$ cat config.mk
export PLATFORM = sky130hd
export DESIGN_NAME = raster_compositor
export DESIGN_NICKNAME = d
export VERILOG_FILES = /design/src/rtl/raster_pkg.sv /design/src/rtl/raster_ctrl.sv /design/src/rtl/raster_datapath.sv /design/src/rtl/raster_compositor.sv
export SDC_FILE = /design/constraint.sdc
export NUM_CORES = 1
export LEC_CHECK = 0
export CAP_MARGIN = 10
export CELL_PAD_IN_SITES_DETAIL_PLACEMENT = 0
export CELL_PAD_IN_SITES_GLOBAL_PLACEMENT = 1
export CORE_MARGIN = 2
export CORE_UTILIZATION = 37
export CTS_BUF_LIST = sky130_fd_sc_hd__clkbuf_4
export DETAILED_ROUTE_END_ITERATION = 10
export PLACE_DENSITY = 0.91
export SYNTH_ARGS = -nofsm -noshare
export SYNTH_HDL_FRONTEND = slang
export SYNTH_SLANG_ARGS = --single-unit
$ cat constraint.sdc
create_clock -name clk -period 2.2 [get_ports clk]
set_input_delay 0.55 -clock clk [delete_from_list [all_inputs] [get_ports clk]]
set_output_delay 0.55 -clock clk [all_outputs]
set_load 0.05 [all_outputs]
$ cat src/rtl/raster_pkg.sv
package raster_pkg;
  // Strobes passed from the raster control to the datapath.
  typedef struct packed {
    logic active;    // inside the active area
    logic inWin;     // inside the camera window
    logic hSync;
    logic vSync;
    logic frameEnd;  // first cycle after the last active line
    logic vActive;   // current line is an active line
  } rasterStrobe_t;

  // One stage of the delay line that tracks the memory latency.
  typedef struct packed {
    logic de;
    logic hs;
    logic vs;
    logic win;
  } tapStage_t;
endpackage

$ cat src/rtl/raster_ctrl.sv
module raster_ctrl
  import raster_pkg::*;
#(
  parameter int H_ACTIVE = 1280,
  parameter int H_FP     = 48,
  parameter int H_SYNC   = 112,
  parameter int H_BP     = 248,
  parameter int V_ACTIVE = 1024,
  parameter int V_FP     = 1,
  parameter int V_SYNC   = 3,
  parameter int V_BP     = 38,
  parameter int WIN_W    = 640,
  parameter int WIN_H    = 480,
  localparam int H_TOTAL = H_ACTIVE + H_FP + H_SYNC + H_BP,
  localparam int V_TOTAL = V_ACTIVE + V_FP + V_SYNC + V_BP,
  localparam int HW      = $clog2(H_TOTAL),
  localparam int VW      = $clog2(V_TOTAL)
) (
  input  logic          clk,
  input  logic          rst_n,
  output logic [HW-1:0] hCount,
  output logic [VW-1:0] vCount,
  output rasterStrobe_t strobe
);
  localparam logic [HW-1:0] H_LAST = HW'(H_TOTAL - 1);
  localparam logic [VW-1:0] V_LAST = VW'(V_TOTAL - 1);
  localparam int HS_START = H_ACTIVE + H_FP;
  localparam int HS_END   = HS_START + H_SYNC;
  localparam int VS_START = V_ACTIVE + V_FP;
  localparam int VS_END   = VS_START + V_SYNC;

  logic [HW-1:0] hCnt;
  logic [VW-1:0] vCnt;

  always_ff @(posedge clk or negedge rst_n) begin
    if (!rst_n) begin
      hCnt <= '0;
      vCnt <= '0;
    end else if (hCnt == H_LAST) begin
      hCnt <= '0;
      vCnt <= (vCnt == V_LAST) ? '0 : vCnt + 1'b1;
    end else begin
      hCnt <= hCnt + 1'b1;
    end
  end

  logic hAct, vAct;

  always_comb begin
    hAct            = int'(hCnt) < H_ACTIVE;
    vAct            = int'(vCnt) < V_ACTIVE;
    strobe.active   = hAct && vAct;
    strobe.inWin    = (int'(hCnt) < WIN_W) && (int'(vCnt) < WIN_H);
    strobe.hSync    = (int'(hCnt) >= HS_START) && (int'(hCnt) < HS_END);
    strobe.vSync    = (int'(vCnt) >= VS_START) && (int'(vCnt) < VS_END);
    strobe.frameEnd = (hCnt == '0) && (int'(vCnt) == V_ACTIVE);
    strobe.vActive  = vAct;
  end

  assign hCount = hCnt;
  assign vCount = vCnt;
endmodule

$ cat src/rtl/raster_datapath.sv
module raster_datapath
  import raster_pkg::*;
#(
  parameter int PIX_W  = 24,
  parameter int RD_LAT = 2,
  parameter int WIN_W  = 640,
  parameter int WIN_H  = 480,
  localparam int AW    = $clog2(WIN_W * WIN_H + 1)
) (
  input  logic             clk,
  input  logic             rst_n,
  input  rasterStrobe_t    strobe,
  input  logic [PIX_W-1:0] rdData,
  output logic             rdReq,
  output logic [AW-1:0]    rdAddr,
  output logic [PIX_W-1:0] pixOut,
  output logic             deOut,
  output logic             hsyncOut,
  output logic             vsyncOut,
  output logic             frameDone
);
  logic [AW-1:0] addrCnt;

  assign rdReq     = strobe.active && strobe.inWin;
  assign rdAddr    = addrCnt;
  assign frameDone = strobe.frameEnd;

  // Linear address: advances on each request, cleared on every blank line.
  always_ff @(posedge clk or negedge rst_n) begin
    if (!rst_n)               addrCnt <= '0;
    else if (!strobe.vActive) addrCnt <= '0;
    else if (rdReq)           addrCnt <= addrCnt + 1'b1;
  end

  tapStage_t tapIn;
  assign tapIn = '{de: strobe.active, hs: strobe.hSync, vs: strobe.vSync, win: rdReq};

  for (genvar g = 0; g < RD_LAT; g++) begin : gen_tap
    tapStage_t q;
    if (g == 0) begin : g_first
      always_ff @(posedge clk or negedge rst_n) begin
        if (!rst_n) q <= '0;
        else        q <= tapIn;
      end
    end else begin : g_next
      always_ff @(posedge clk or negedge rst_n) begin
        if (!rst_n) q <= '0;
        else        q <= gen_tap[g-1].q;
      end
    end
  end

  tapStage_t tapOut;
  assign tapOut = gen_tap[RD_LAT-1].q;

  always_ff @(posedge clk or negedge rst_n) begin
    if (!rst_n) begin
      pixOut   <= '0;
      deOut    <= 1'b0;
      hsyncOut <= 1'b0;
      vsyncOut <= 1'b0;
    end else begin
      pixOut   <= tapOut.win ? rdData : '0;
      deOut    <= tapOut.de;
      hsyncOut <= tapOut.hs;
      vsyncOut <= tapOut.vs;
    end
  end
endmodule

$ cat src/rtl/raster_compositor.sv
module raster_compositor
  import raster_pkg::*;
#(
  parameter int H_ACTIVE = 1280,
  parameter int H_FP     = 48,
  parameter int H_SYNC   = 112,
  parameter int H_BP     = 248,
  parameter int V_ACTIVE = 1024,
  parameter int V_FP     = 1,
  parameter int V_SYNC   = 3,
  parameter int V_BP     = 38,
  parameter int WIN_W    = 640,
  parameter int WIN_H    = 480,
  parameter int PIX_W    = 24,
  parameter int RD_LAT   = 2,
  localparam int H_TOTAL = H_ACTIVE + H_FP + H_SYNC + H_BP,
  localparam int V_TOTAL = V_ACTIVE + V_FP + V_SYNC + V_BP,
  localparam int HW      = $clog2(H_TOTAL),
  localparam int VW      = $clog2(V_TOTAL),
  localparam int AW      = $clog2(WIN_W * WIN_H + 1)
) (
  input  logic             clk,
  input  logic             rst_n,
  input  logic [PIX_W-1:0] rdData,
  output logic             rdReq,
  output logic [AW-1:0]    rdAddr,
  output logic [PIX_W-1:0] pixOut,
  output logic             deOut,
  output logic             hsyncOut,
  output logic             vsyncOut,
  output logic             frameDone,
  output logic [HW-1:0]    hCount,
  output logic [VW-1:0]    vCount
);
  rasterStrobe_t strobe;

  raster_ctrl #(
    .H_ACTIVE(H_ACTIVE), .H_FP(H_FP), .H_SYNC(H_SYNC), .H_BP(H_BP),
    .V_ACTIVE(V_ACTIVE), .V_FP(V_FP), .V_SYNC(V_SYNC), .V_BP(V_BP),
    .WIN_W(WIN_W), .WIN_H(WIN_H)
  ) ctrl_i (
    .clk(clk), .rst_n(rst_n), .hCount(hCount), .vCount(vCount), .strobe(strobe)
  );

  raster_datapath #(
    .PIX_W(PIX_W), .RD_LAT(RD_LAT), .WIN_W(WIN_W), .WIN_H(WIN_H)
  ) dp_i (
    .clk(clk), .rst_n(rst_n), .strobe(strobe), .rdData(rdData),
    .rdReq(rdReq), .rdAddr(rdAddr), .pixOut(pixOut), .deOut(deOut),
    .hsyncOut(hsyncOut), .vsyncOut(vsyncOut), .frameDone(frameDone)
  );
endmodule

== After elaboration in Yosys (flattened, before gate mapping) ==
Cells that the tools add are included.
W data, S select, Z words.

* Register bits after elaboration: 76
* Bits of input ports: 26
* Output and inout bits: 70
* Word-level logic and storage cells: 42

* Add/sub/neg operators: 3
* Order comparisons: 8
* Equal/unequal tests: 4
* Multiplexer cells: 5
* Reduce and logical (&&, ||, !) cells: 7

{| class="wikitable"
|+ Operator list
! operator !! number
|-
| $lt A11 B11 Y1 const B || 4
|-
| $mux W19 || 2
|-
| $eq A11 B11 Y1 const B || 3
|-
| $mux W24 || 1
|-
| $add A11 B1 Y11 const B || 2
|-
| $ge A11 B11 Y1 const B || 2
|-
| $mux W11 || 2
|-
| $add A19 B1 Y19 const B || 1
|-
| $logic_not A11 Y1 || 1
|-
| $lt A11 B10 Y1 const B || 1
|-
| $lt A11 B9 Y1 const B || 1
|-
| $logic_and A1 B1 Y1 || 6
|-
| $ne A2 B2 Y1 const B || 1
|}

== Depth between registers and ports, before layout ==
Gate-level depths: netlist (run 1).

* Word-level depth: 5
* Depth in mapped cells: 7
* Gate-level depth less buffers: 6

== Hierarchy ==
A second synthesis (run 1) with hierarchy kept.

* Cell total of the unflattened synthesis: 287
* Area, all modules: 3295.7 um^2

{| class="wikitable"
|+ Modules (own cells, without submodules)
! module !! instances !! cells an instance !! area an instance (um^2) !! sequential area each (um^2)
|-
| raster_datapath || 1 || 160 || 2050.7 || 1351.3
|-
| raster_ctrl || 1 || 127 || 1244.9 || 550.5
|}

== Worst setup path before layout (run 1) ==
Ideal clock, no wire load.

* Path kind: register to output
* Start point: register ctrl_i.hCnt[3], in the netlist ctrl_i.hCount[3]
* End point: output port frameDone
* Arrival: 2.080 ns
* Required time: 1.650 ns
* Setup slack: -0.430 ns
* Cell stages (with the launch flop): 5
* Buffers on the path: 0
* Cell sequence: dfrtp_1 -> or3_4 -> nor4b_1 -> nand3_1 -> nor2_1

* Longest elaborated chain between the ends: 2

{| class="wikitable"
|+ Ends and longest elaborated chain
! what !! line !! RTL
|-
| start, declared || raster_ctrl.sv:32 || <nowiki>logic [HW-1:0] hCnt;</nowiki>
|-
| start signal, assigned || raster_ctrl.sv:43 || <nowiki>hCnt <= hCnt + 1'b1;</nowiki>
|-
| $logic_not A11 Y1 || raster_ctrl.sv:56 || <nowiki>strobe.frameEnd = (hCnt == '0) && (int'(vCnt) == V_ACTIVE);</nowiki>
|-
| $logic_and A1 B1 Y1 || raster_ctrl.sv:56 ||
|-
| end, declared || raster_compositor.sv:31 || <nowiki>output logic frameDone,</nowiki>
|}

Every way passes these cells.

== Worst setup path in the final report (run 1) ==
* Start point: register ctrl_i.hCnt[9], in the netlist ctrl_i.hCount[9]
* End point: output port frameDone

The elaborated chain is that of the path after synthesis.

==> flow_summary.json, run 1 <==
{
  "number_of_global_route_vias_before_repair": 2567,
  "cts_sinks": 76,
  "ys_types": 43,
  "critPathCaptureType": "output pin",
  "worst_slew_pin_tran_ns": 0.574,
  "boundaryPins": 96,
  "largest_family_of_logic_cells_by_synthesized_area": "simple AND/OR/NAND/NOR gates",
  "layout_common_cells": "62 x dfrtp_1, 49 x clkdlybuf4s50_1, 33 x dlygate4sd2_1",
  "num-fill-cells": 713,
  "complex_gate_fraction_of_the_synthesized_area": 0.103,
  "drt-wirelength-per-cell_um": 15.0,
  "postCtsHoldBufs": 0,
  "grt_start_max_net_pins": 77,
  "yosys.area_share.simple": 0.218,
  "finalCritPeriodShare": 1.11,
  "power.ir.vdd_worst_uv": 450,
  "synth-adder-area-share": 0.0195,
  "dr_total_vias": 2696,
  "final_core_utilization": 0.561,
  "endpoint_arrival_time_on_the_critical_path_ns": 1.89,
  "peak_fanout_along_the_critical_path": 8,
  "instances_no_fill": 513,
  "cts_clk_pin_slew_worst_paths_ns": 0.13,
  "clock.fmax_mhz": 410,
  "global_route.usage.total": 0.166,
  "grt_overflow_total": 0,
  "finalWorstPathRequiredPeriod_ns": 2.44,
  "cts-buffers-inserted": 9,
  "tritoncts_clock_tree": "yes",
  "post-route-cell-area_um2": 4650,
  "avgSynthCellArea_um2": 11.1,
  "syn_nets": 320,
  "postRouteWirelength_um": 7700,
  "drt_first_pass_iters": 4,
  "floorplan.core_area_um2": 8300,
  "htreeDepth": 3,
  "finalSetupViolCount": 2,
  "synth.yosys.seq_area_share": 0.593,
  "area_after_dpl_um2": 4340,
  "synth-edff-count": 0,
  "violations_in_the_final_reports": "setup timing",
  "dp_cells": 483,
  "clock_tree.buffer_depth": 2,
  "root_buffer": "clkbuf_4",
  "cellLeakagePower_nw": 2.04,
  "first_pass_grt_wire_length_um": 12900,
  "finalHoldWorstSlack_ns": 0.133,
  "worstSetupPathType": "flop to output pin",
  "synthCells": 289,
  "synth-async-reset-ratio": 1.00,
  "synth_top_flop_cell": "dfrtp_1",
  "finish.net_count": 434,
  "floorplan.initialDensity": 0.387,
  "most_common_cell_after_layout_fill_and_taps_aside": "dfrtp_1",
  "timing.slew.headroom": 0.616,
  "synth_warnings": 0,
  "antennaDiodeCount": 0,
  "avgViaCountPerCell": 5.26,
  "max_cap_violations": 0,
  "drtAntennaViolNets": 0,
  "setup_ws_ns": -0.240,
  "worst-r2r-setup-slack_ns": -0.11,
  "clk-insertion-delay-late_ns": 0.41,
  "finClkSkew_ns": 0.0209,
  "startpoint_type": "flop",
  "die-width_um": 97.1,
  "drt_first_iter_violations": 87,
  "floorplan.die_area_um2": 9440,
  "r2r-start": "ctrl_i.hCount[5]",
  "yosys.area_share.xor_xnor": 0.0355,
  "number_of_storage_elements_in_the_synthesis_netlist": 76,
  "power.density_nw_per_um2": 560,
  "synth_mux_area_frac": 0.00312,
  "grt_setup_unrepaired": "true",
  "dp.final_hpwl_um": 5080,
  "post-route-drc-count": 0,
  "syn_area_um2": 3210,
  "routabilityCongestion": 0.858,
  "final_layout_size_suffix_gt1_frac": 0.194,
  "port_bufs": 95,
  "crit_required_ns": 1.65,
  "holdCritPathClass": "input pin to async pin",
  "synthToLayoutAreaGrowth_pct": 45.0,
  "run_status": "complete, but fails checks",
  "critPathLaunch": "ctrl_i.hCount[9]",
  "final_slew_violations": 0,
  "grt_antenna_before_repair": 0,
  "finalHoldViolations": 0,
  "num_rows": 33,
  "die_height_um": 97.1
}
-- what timing repair did --
item | 4_1_cts | 5_1_grt
buffers inserted | 3 | 10
pin swaps | 5 | 4
hold endpoints to repair | 0 | 0
resized for setup | 40 | 12
cloned | 0 | 1
setup endpoints to repair | 35 | 6
-- Yosys cell counts, types with 2 or more instances --
cell type,n,area share
dfrtp_1,76,0.59
and2_1,25,0.049
nand3_1,20,0.031
a21oi_1,17,0.027
clkbuf_1,12,0.014
nand2_1,12,0.014
nor2_1,12,0.014
nand4_1,10,0.019
o21ai_0,10,0.016
o31ai_1,9,0.021
or4_1,9,0.021
inv_1,8,0.0094
xor2_1,7,0.019
xnor2_1,6,0.016
ha_1,5,0.019
nor3_1,5,0.0078
nor4_1,5,0.0097
and4_1,4,0.011
or3_1,4,0.0078
and3_1,3,0.0058
o21a_1,3,0.0070
o31a_1,3,0.0082
a31oi_1,2,0.0039
buf_2,2,0.0031
nor4b_1,2,0.0055
-- per-stage QoR --
step                power, mW  TNS (ns)  setup slack [ns]
finish                   2.60    -0.346            -0.240
global route             2.73    -0.554            -0.334
floorplan                1.55   -0.0276           -0.0207
global placement         1.67         0             0.121
detailed placement       1.67         0             0.114
CTS                      2.65    -0.292            -0.292
-- power by group --
part | internal (mW) | total [mW] | switching (mW) | leakage (nW)
Sequential | 1.42 | 1.42 | 0.00592 | 0.932
Combinational | 0.0893 | 0.216 | 0.126 | 1.02
Clock | 0.467 | 0.964 | 0.498 | 0.0846
Total | 1.97 | 2.60 | 0.630 | 2.04
-- sequential cells by signal, indices dropped and copies added (netlist names) --
signal          flops
dp_i.deOut          1
dp_i.vsyncOut       1
dp_i.hsyncOut       1
ctrl_i.vCount      11
dp_i.rdAddr        19
dp_i.gen_tap.q      8
dp_i.pixOut        24
ctrl_i.hCount      11
-- critical path, cell delays in order (launching register included) --
cell,delay [ns]
dfrtp_2,0.50
or2_2,0.32
nor3_1,0.26
nand3_2,0.14
nor2_4,0.12
buf_12,0.14
-- path summary, 6_finish.rpt --
path / end / cells after the start
max in group asynchronous: ctrl_i.hCount[7] / 2
worst min register to register: dp_i.gen_tap[1].q[3] / 0
worst max-delay path: frameDone / 5
worst max register to register: ctrl_i.vCount[10] / 6
min in group clk: dp_i.gen_tap[1].q[3] / 0
worst min-delay path: dp_i.rdAddr[9] / 2
-- metal layers --
metal / track usage / wire, µm
met3: 0.0532 / 517
met5: 0 / 0
met1: 0.217 / 3330
met2: 0.272 / 3790
met4: 0.0325 / 60
-- cell type report --
type                    count  area (µm²)  share of cell area
flip-flops and latches     76        1920               0.412
multi-input cells         190        1300               0.279
repair buffers            118        1110               0.238
well taps                 105         131              0.0282
clock inverters             7        97.6              0.0210
clock buffers               9        67.6              0.0145
inverters                   8        32.5             0.00699
-- cell families after synthesis --
family,count (synthesis)
buf+inv,23
xor+xnor,13
mux,1
simple gates,119
compound gates,52
flops,76
fa+ha+maj,5
Power figures use the tool's default switching activity.
==> run 2: changes to the inputs <==
--- a/config.mk
+++ b/config.mk
@@ -13,6 +13,9 @@
 export CTS_BUF_LIST = sky130_fd_sc_hd__clkbuf_4
 export DETAILED_ROUTE_END_ITERATION = 10
 export PLACE_DENSITY = 0.91
+export SKIP_CTS_REPAIR_TIMING = 1
+export SKIP_LAST_GASP = 1
+export SLEW_MARGIN = 20
 export SYNTH_ARGS = -nofsm -noshare
 export SYNTH_HDL_FRONTEND = slang
 export SYNTH_SLANG_ARGS = --single-unit
==> flow_summary.json, run 2 (synthesis gave the netlist of run 1 again) <==
{
  "peak_fanout_along_the_critical_path": 4,
  "postRouteWirelength_um": 7470,
  "timing.reg2reg.worst_path_depth": 4,
  "power.ir.vdd_worst_uv": 423,
  "ff_latch_area_um2": 1920,
  "finalHoldWorstSlack_ns": 0.137,
  "final_layout_size_suffix_gt1_frac": 0.162,
  "drt-wirelength-per-cell_um": 14.9,
  "cts_sinks": 76,
  "finalCritPeriodShare": 1.10,
  "global_route.usage.total": 0.164,
  "htreeDepth": 3,
  "startpoint_type": "flop",
  "cellLeakagePower_nw": 2.35,
  "finalSetupViolCount": 1,
  "root_buffer": "clkbuf_4",
  "port_bufs": 95,
  "cts-buffers-inserted": 9,
  "critPathCaptureType": "output pin",
  "drtAntennaViolNets": 0,
  "finalWorstPathRequiredPeriod_ns": 2.42,
  "tritoncts_clock_tree": "yes",
  "clock.fmax_mhz": 413,
  "grt_antenna_before_repair": 0,
  "worst_slew_pin_tran_ns": 0.551,
  "dr_total_vias": 2617,
  "endpoint_arrival_time_on_the_critical_path_ns": 1.87,
  "antennaDiodeCount": 0,
  "num_rows": 33,
  "timing.slew.headroom": 0.632,
  "drt_first_iter_violations": 96,
  "floorplan.die_area_um2": 9440,
  "finClkSkew_ns": 0.0220,
  "violations_in_the_final_reports": "setup timing",
  "post-place-ws_ns": 0.114,
  "cts_clk_pin_slew_worst_paths_ns": 0.13,
  "clk-insertion-delay-late_ns": 0.41,
  "synthToLayoutAreaGrowth_pct": 44.7,
  "setup_ws_ns": -0.221,
  "crit_required_ns": 1.65,
  "die_height_um": 97.1,
  "floorplan.core_area_um2": 8300,
  "run_status": "complete, but fails checks",
  "final_slew_violations": 0,
  "grt_setup_unrepaired": "true",
  "first_pass_grt_wire_length_um": 12800,
  "regMostFlops": "dp_i.pixOut",
  "post-route-drc-count": 0,
  "r2r-start": "ctrl_i.hCount[6]",
  "holdCritPathClass": "input pin to async pin",
  "worst-r2r-setup-slack_ns": 0.08,
  "drt_first_pass_iters": 4,
  "floorplan.initialDensity": 0.387,
  "largest_register_ffs": 24,
  "boundaryPins": 96,
  "area_after_dpl_um2": 4340,
  "worstSetupPathType": "flop to output pin",
  "report.power.total_mw": 2.60,
  "avgViaCountPerCell": 5.23,
  "most_common_cell_after_layout_fill_and_taps_aside": "dfrtp_1",
  "dp.final_hpwl_um": 5080,
  "finish.net_count": 421,
  "num-fill-cells": 705,
  "post-route-cell-area_um2": 4640,
  "multi_input_area_um2": 1260,
  "power.density_nw_per_um2": 561,
  "layout_common_cells": "62 x dfrtp_1, 49 x clkdlybuf4s50_1, 36 x dlymetal6s2s_1",
  "max_cap_violations": 0,
  "die-width_um": 97.1,
  "routabilityCongestion": 0.858,
  "grt_overflow_total": 0,
  "number_of_global_route_vias_before_repair": 2553,
  "grt_start_max_net_pins": 77,
  "clock_tree.buffer_depth": 2,
  "setup_total_negative_slack_ns": -0.221,
  "timing.rr.end": "ctrl_i.vCount[10]",
  "finalHoldViolations": 0
}
==> run 2: how the worst max path moves through the flow <==
stage / cells after the start / endpoint / startpoint
2_1_floorplan: 5 / ctrl_i.vCount[10] / ctrl_i.hCount[6]
3_3_place_gp: 5 / frameDone / ctrl_i.hCount[6]
3_5_place_dp: 5 / frameDone / ctrl_i.hCount[6]
4_1_cts: 5 / frameDone / ctrl_i.hCount[6]
5_1_grt: 5 / frameDone / ctrl_i.hCount[6]
6_report: 5 / frameDone / ctrl_i.hCount[6]
==> run 2: metal layers <==
layer  part of all wire  vias to the layer above  track usage
met5                  0                        -            0
met4             0.0076                        0       0.0325
met3              0.067                        6       0.0532
met2               0.48                       85        0.270
met1               0.44                     1276        0.216
li1                   -                     1250            -
==> run 2: critical path: stages (launching register included) <==
cell	delay, ns
dfrtp_2	0.43
or3_4	0.43
nor4b_4	0.23
nand3_2	0.11
nor2_4	0.12
buf_12	0.14
==> run 2: stage by stage <==
stage                     std cells  utilization
after floorplan                 289            -
after global placement          483        0.523
after detailed placement        483        0.523
after CTS                       499        0.543
after global routing            500        0.560
final                           500        0.560
==> run 2: power breakdown <==
group	switching, mW	total [mW]	leakage, nW	internal [mW]
registers	0.00596	1.42	0.932	1.42
logic	0.126	0.216	1.33	0.0893
clock network	0.497	0.963	0.0846	0.467
==> run 2: final cells by class <==
class / instances / share of cell area
tap: 105 / 0.0283
clock buffer: 9 / 0.0145
sequential: 76 / 0.413
inverter: 8 / 0.00700
timing repair buffer: 105 / 0.244
multi-input combinational: 190 / 0.272
clock inverter: 7 / 0.0210
==> run 3: changes to the inputs <==
--- a/config.mk
+++ b/config.mk
@@ -5,6 +5,7 @@
 export SDC_FILE = /design/constraint.sdc
 export NUM_CORES = 1
 export LEC_CHECK = 0
+export ABC_AREA = 1
 export CAP_MARGIN = 10
 export CELL_PAD_IN_SITES_DETAIL_PLACEMENT = 0
 export CELL_PAD_IN_SITES_GLOBAL_PLACEMENT = 1
@@ -12,8 +13,7 @@
 export CORE_UTILIZATION = 37
 export CTS_BUF_LIST = sky130_fd_sc_hd__clkbuf_4
 export DETAILED_ROUTE_END_ITERATION = 10
-export PLACE_DENSITY = 0.91
-export SKIP_CTS_REPAIR_TIMING = 1
+export PLACE_DENSITY = 0.93
 export SKIP_LAST_GASP = 1
 export SLEW_MARGIN = 20
 export SYNTH_ARGS = -nofsm -noshare
==> constraint.sdc (replaced) <==
create_clock -name clk -period 2.3 [get_ports clk]
set_input_delay 0.575 -clock clk [delete_from_list [all_inputs] [get_ports clk]]
set_output_delay 0.575 -clock clk [all_outputs]
set_load 0.05 [all_outputs]
==> flow_summary.json, run 3 <==
{
  "syn_nets": 478,
  "crit_family": "simple AND/OR/NAND/NOR gates",
  "cts-buffers-inserted": 9,
  "power.ir.vdd_worst_uv": 227,
  "htreeDepth": 3,
  "first_pass_grt_wire_length_um": 14500,
  "critical_path.max_stage_delay_ns": 0.47,
  "power.density_nw_per_um2": 490,
  "peak_fanout_along_the_critical_path": 5,
  "finish.net_count": 585,
  "max_cap_violations": 0,
  "floorplan.initialDensity": 0.378,
  "clock.fmax_mhz": 433,
  "drtAntennaViolNets": 0,
  "report.power.total_mw": 2.44,
  "syn_area_um2": 3640,
  "global_route.usage.total": 0.176,
  "clk-insertion-delay-late_ns": 0.42,
  "post-synth-top-area-fraction": 0.523,
  "floorplan.die_area_um2": 10600,
  "critical-path-slowest-cell": "dfrtp_1",
  "avgSynthCellArea_um2": 8.14,
  "startpoint_type": "flop",
  "postCtsHoldBufs": 0,
  "num-fill-cells": 952,
  "largest_register_ffs": 24,
  "die-width_um": 103,
  "timing.reg2reg.worst_path_depth": 9,
  "layout_common_cells": "113 x nand2_1, 71 x dfrtp_1, 62 x inv_1",
  "instances_no_fill": 692,
  "finalWorstPathRequiredPeriod_ns": 2.31,
  "port_bufs": 95,
  "grt_setup_unrepaired": "true",
  "floorplan.core_area_um2": 9640,
  "number_of_global_route_vias_before_repair": 3084,
  "run_status": "complete, but fails checks",
  "clock_tree.buffer_depth": 2,
  "synth.yosys.seq_area_share": 0.523,
  "holdCritPathClass": "input pin to async pin",
  "cellLeakagePower_nw": 2.60,
  "critPathCaptureType": "output pin",
  "routabilityCongestion": 0.836,
  "worst_slew_pin_tran_ns": 0.705,
  "post-route-drc-count": 0,
  "dr_total_vias": 3230,
  "number_of_storage_elements_in_the_synthesis_netlist": 76,
  "critical_path.cell_chain": "nor4_1, nand4_1, nor2_2, buf_12",
  "synth_warnings": 0,
  "endpoint_arrival_time_on_the_critical_path_ns": 1.73,
  "synth-edff-count": 0,
  "synthToLayoutAreaGrowth_pct": 36.6,
  "regMostFlops": "dp_i.pixOut",
  "finalHoldViolations": 0,
  "worstSetupPathType": "flop to output pin",
  "synth_commonest_cells": "113 x nand2_1, 76 x dfrtp_1, 63 x inv_1",
  "synthCells": 447,
  "cts_sinks": 76,
  "violations_in_the_final_reports": "setup timing",
  "root_buffer": "clkbuf_4",
  "drt_first_iter_violations": 103,
  "most_instantiated_library_cell_after_synthesis": "nand2_1",
  "finClkSkew_ns": 0.0105,
  "synth-async-reset-ratio": 1.00,
  "crit_cells": 4,
  "boundaryPins": 96,
  "yosysTopAreaCell": "dfrtp_1",
  "timing.critical_path.buf_inv": 1,
  "finalCritPeriodShare": 1.00,
  "ys_types": 35,
  "setup_ws_ns": -0.00884,
  "tritoncts_clock_tree": "yes",
  "finalSetupViolCount": 1,
  "cts_clk_pin_slew_worst_paths_ns": 0.14,
  "crit_required_ns": 1.73,
  "avgViaCountPerCell": 4.67,
  "postRouteWirelength_um": 8800,
  "timing.slew.headroom": 0.530,
  "die_height_um": 103,
  "setup_total_negative_slack_ns": -0.00884,
  "finalHoldWorstSlack_ns": 0.0582,
  "grt_antenna_before_repair": 0,
  "dp_cells": 670,
  "num_rows": 36,
  "antennaDiodeCount": 0,
  "grt_overflow_total": 0,
  "most_common_cell_after_layout_fill_and_taps_aside": "nand2_1",
  "top_area_cells_in_the_synthesized_netlist": "dfrtp_1 52%, nand2_1 12%, inv_1 6.5%",
  "drt-wirelength-per-cell_um": 12.7,
  "drt_first_pass_iters": 4,
  "synth_top_flop_cell": "dfrtp_1",
  "dp.final_hpwl_um": 6350,
  "final_layout_size_suffix_gt1_frac": 0.120,
  "final_slew_violations": 0,
  "grt_start_max_net_pins": 46
}
run 3: changes by cell type after synthesis, moves of 5 or more:
| cell | delta |
|---|---|
| or4_1 | -9 |
| a21oi_1 | -10 |
| inv_2 | +5 |
| o31ai_1 | -9 |
| clkbuf_1 | -9 |
| nor2_2 | +5 |
| nand2_1 | +101 |
| and2_1 | -25 |
| inv_1 | +55 |
| nor2_1 | +50 |
| nor3_1 | +5 |
| nand3_1 | +9 |
| xnor2_1 | -5 |
run 3: path summary, 6_finish.rpt:
path,start,end,slack [ns]
worst max-delay path,ctrl_i.hCount[3],frameDone,-0.009
worst min-delay path,rst_n,dp_i.pixOut[4],0.06
worst max register to register,ctrl_i.vCount[10],dp_i.rdAddr[11],0.62
worst min register to register,dp_i.gen_tap[1].q[1],dp_i.vsyncOut,0.36
max in group asynchronous,rst_n,ctrl_i.vCount[9],1.64
min in group clk,dp_i.gen_tap[1].q[1],dp_i.vsyncOut,0.36
run 3: cell families after synthesis:
logic type,synth area share
AND/OR/NAND/NOR,0.310
AO/OA/AOI/OAI,0.0399
buffers and inverters,0.0887
adder cells (fa/ha/maj),0.0172
flip-flops,0.523
XOR/XNOR,0.0217
run 3: worst register-to-register path: stages (launching register included):
cell and delay (ns):
dfrtp_1 0.47, inv_2 0.08, buf_4 0.26, nand3_1 0.10
nor2_1 0.12, nand2_2 0.18, nor2_2 0.15, nand2_1 0.08
nor2_1 0.09, nor2_1 0.05
run 3: final cells by class:
cell class	instances	area, µm²	share of cell area
multi-input cells	291	1440	0.289
well taps	133	166	0.0335
repair buffers	106	1050	0.211
clock inverters	7	81.3	0.0164
flip-flops and latches	76	1910	0.384
inverters	70	265	0.0533
clock buffers	9	67.6	0.0136
run 3: what timing repair did:
item | 4_1_cts | 5_1_grt
gates resized for setup | 27 | 19
setup buffers | 0 | 6
pin swaps | 0 | 4
endpoints found under the setup margin | 27 | 12
hold endpoints to repair | 0 | 0
run 3: per-layer routing:
metal,global-route usage,up-vias,share of wire
li1,-,1600,-
met1,0.219,1509,0.45
met2,0.293,101,0.48
met3,0.0370,20,0.045
met4,0.0820,0,0.024
met5,0,-,0
run 3: metrics by stage:
step / worst slack [ns] / util / area [µm²]
6_report: -0.00884 / 0.516 / 4970
5_1_grt: -0.108 / 0.516 / 4970
4_1_cts: -0.117 / 0.506 / 4880
3_5_place_dp: 0.368 / 0.494 / 4760
3_3_place_gp: 0.394 / 0.494 / 4760
2_1_floorplan: 0.115 / - / 3640
run 3: power breakdown:
group	switching, mW	total (mW)	internal (mW)
logic	0.128	0.211	0.0826
registers	0.00528	1.36	1.36
clock network	0.519	0.865	0.346
total	0.652	2.44	1.79
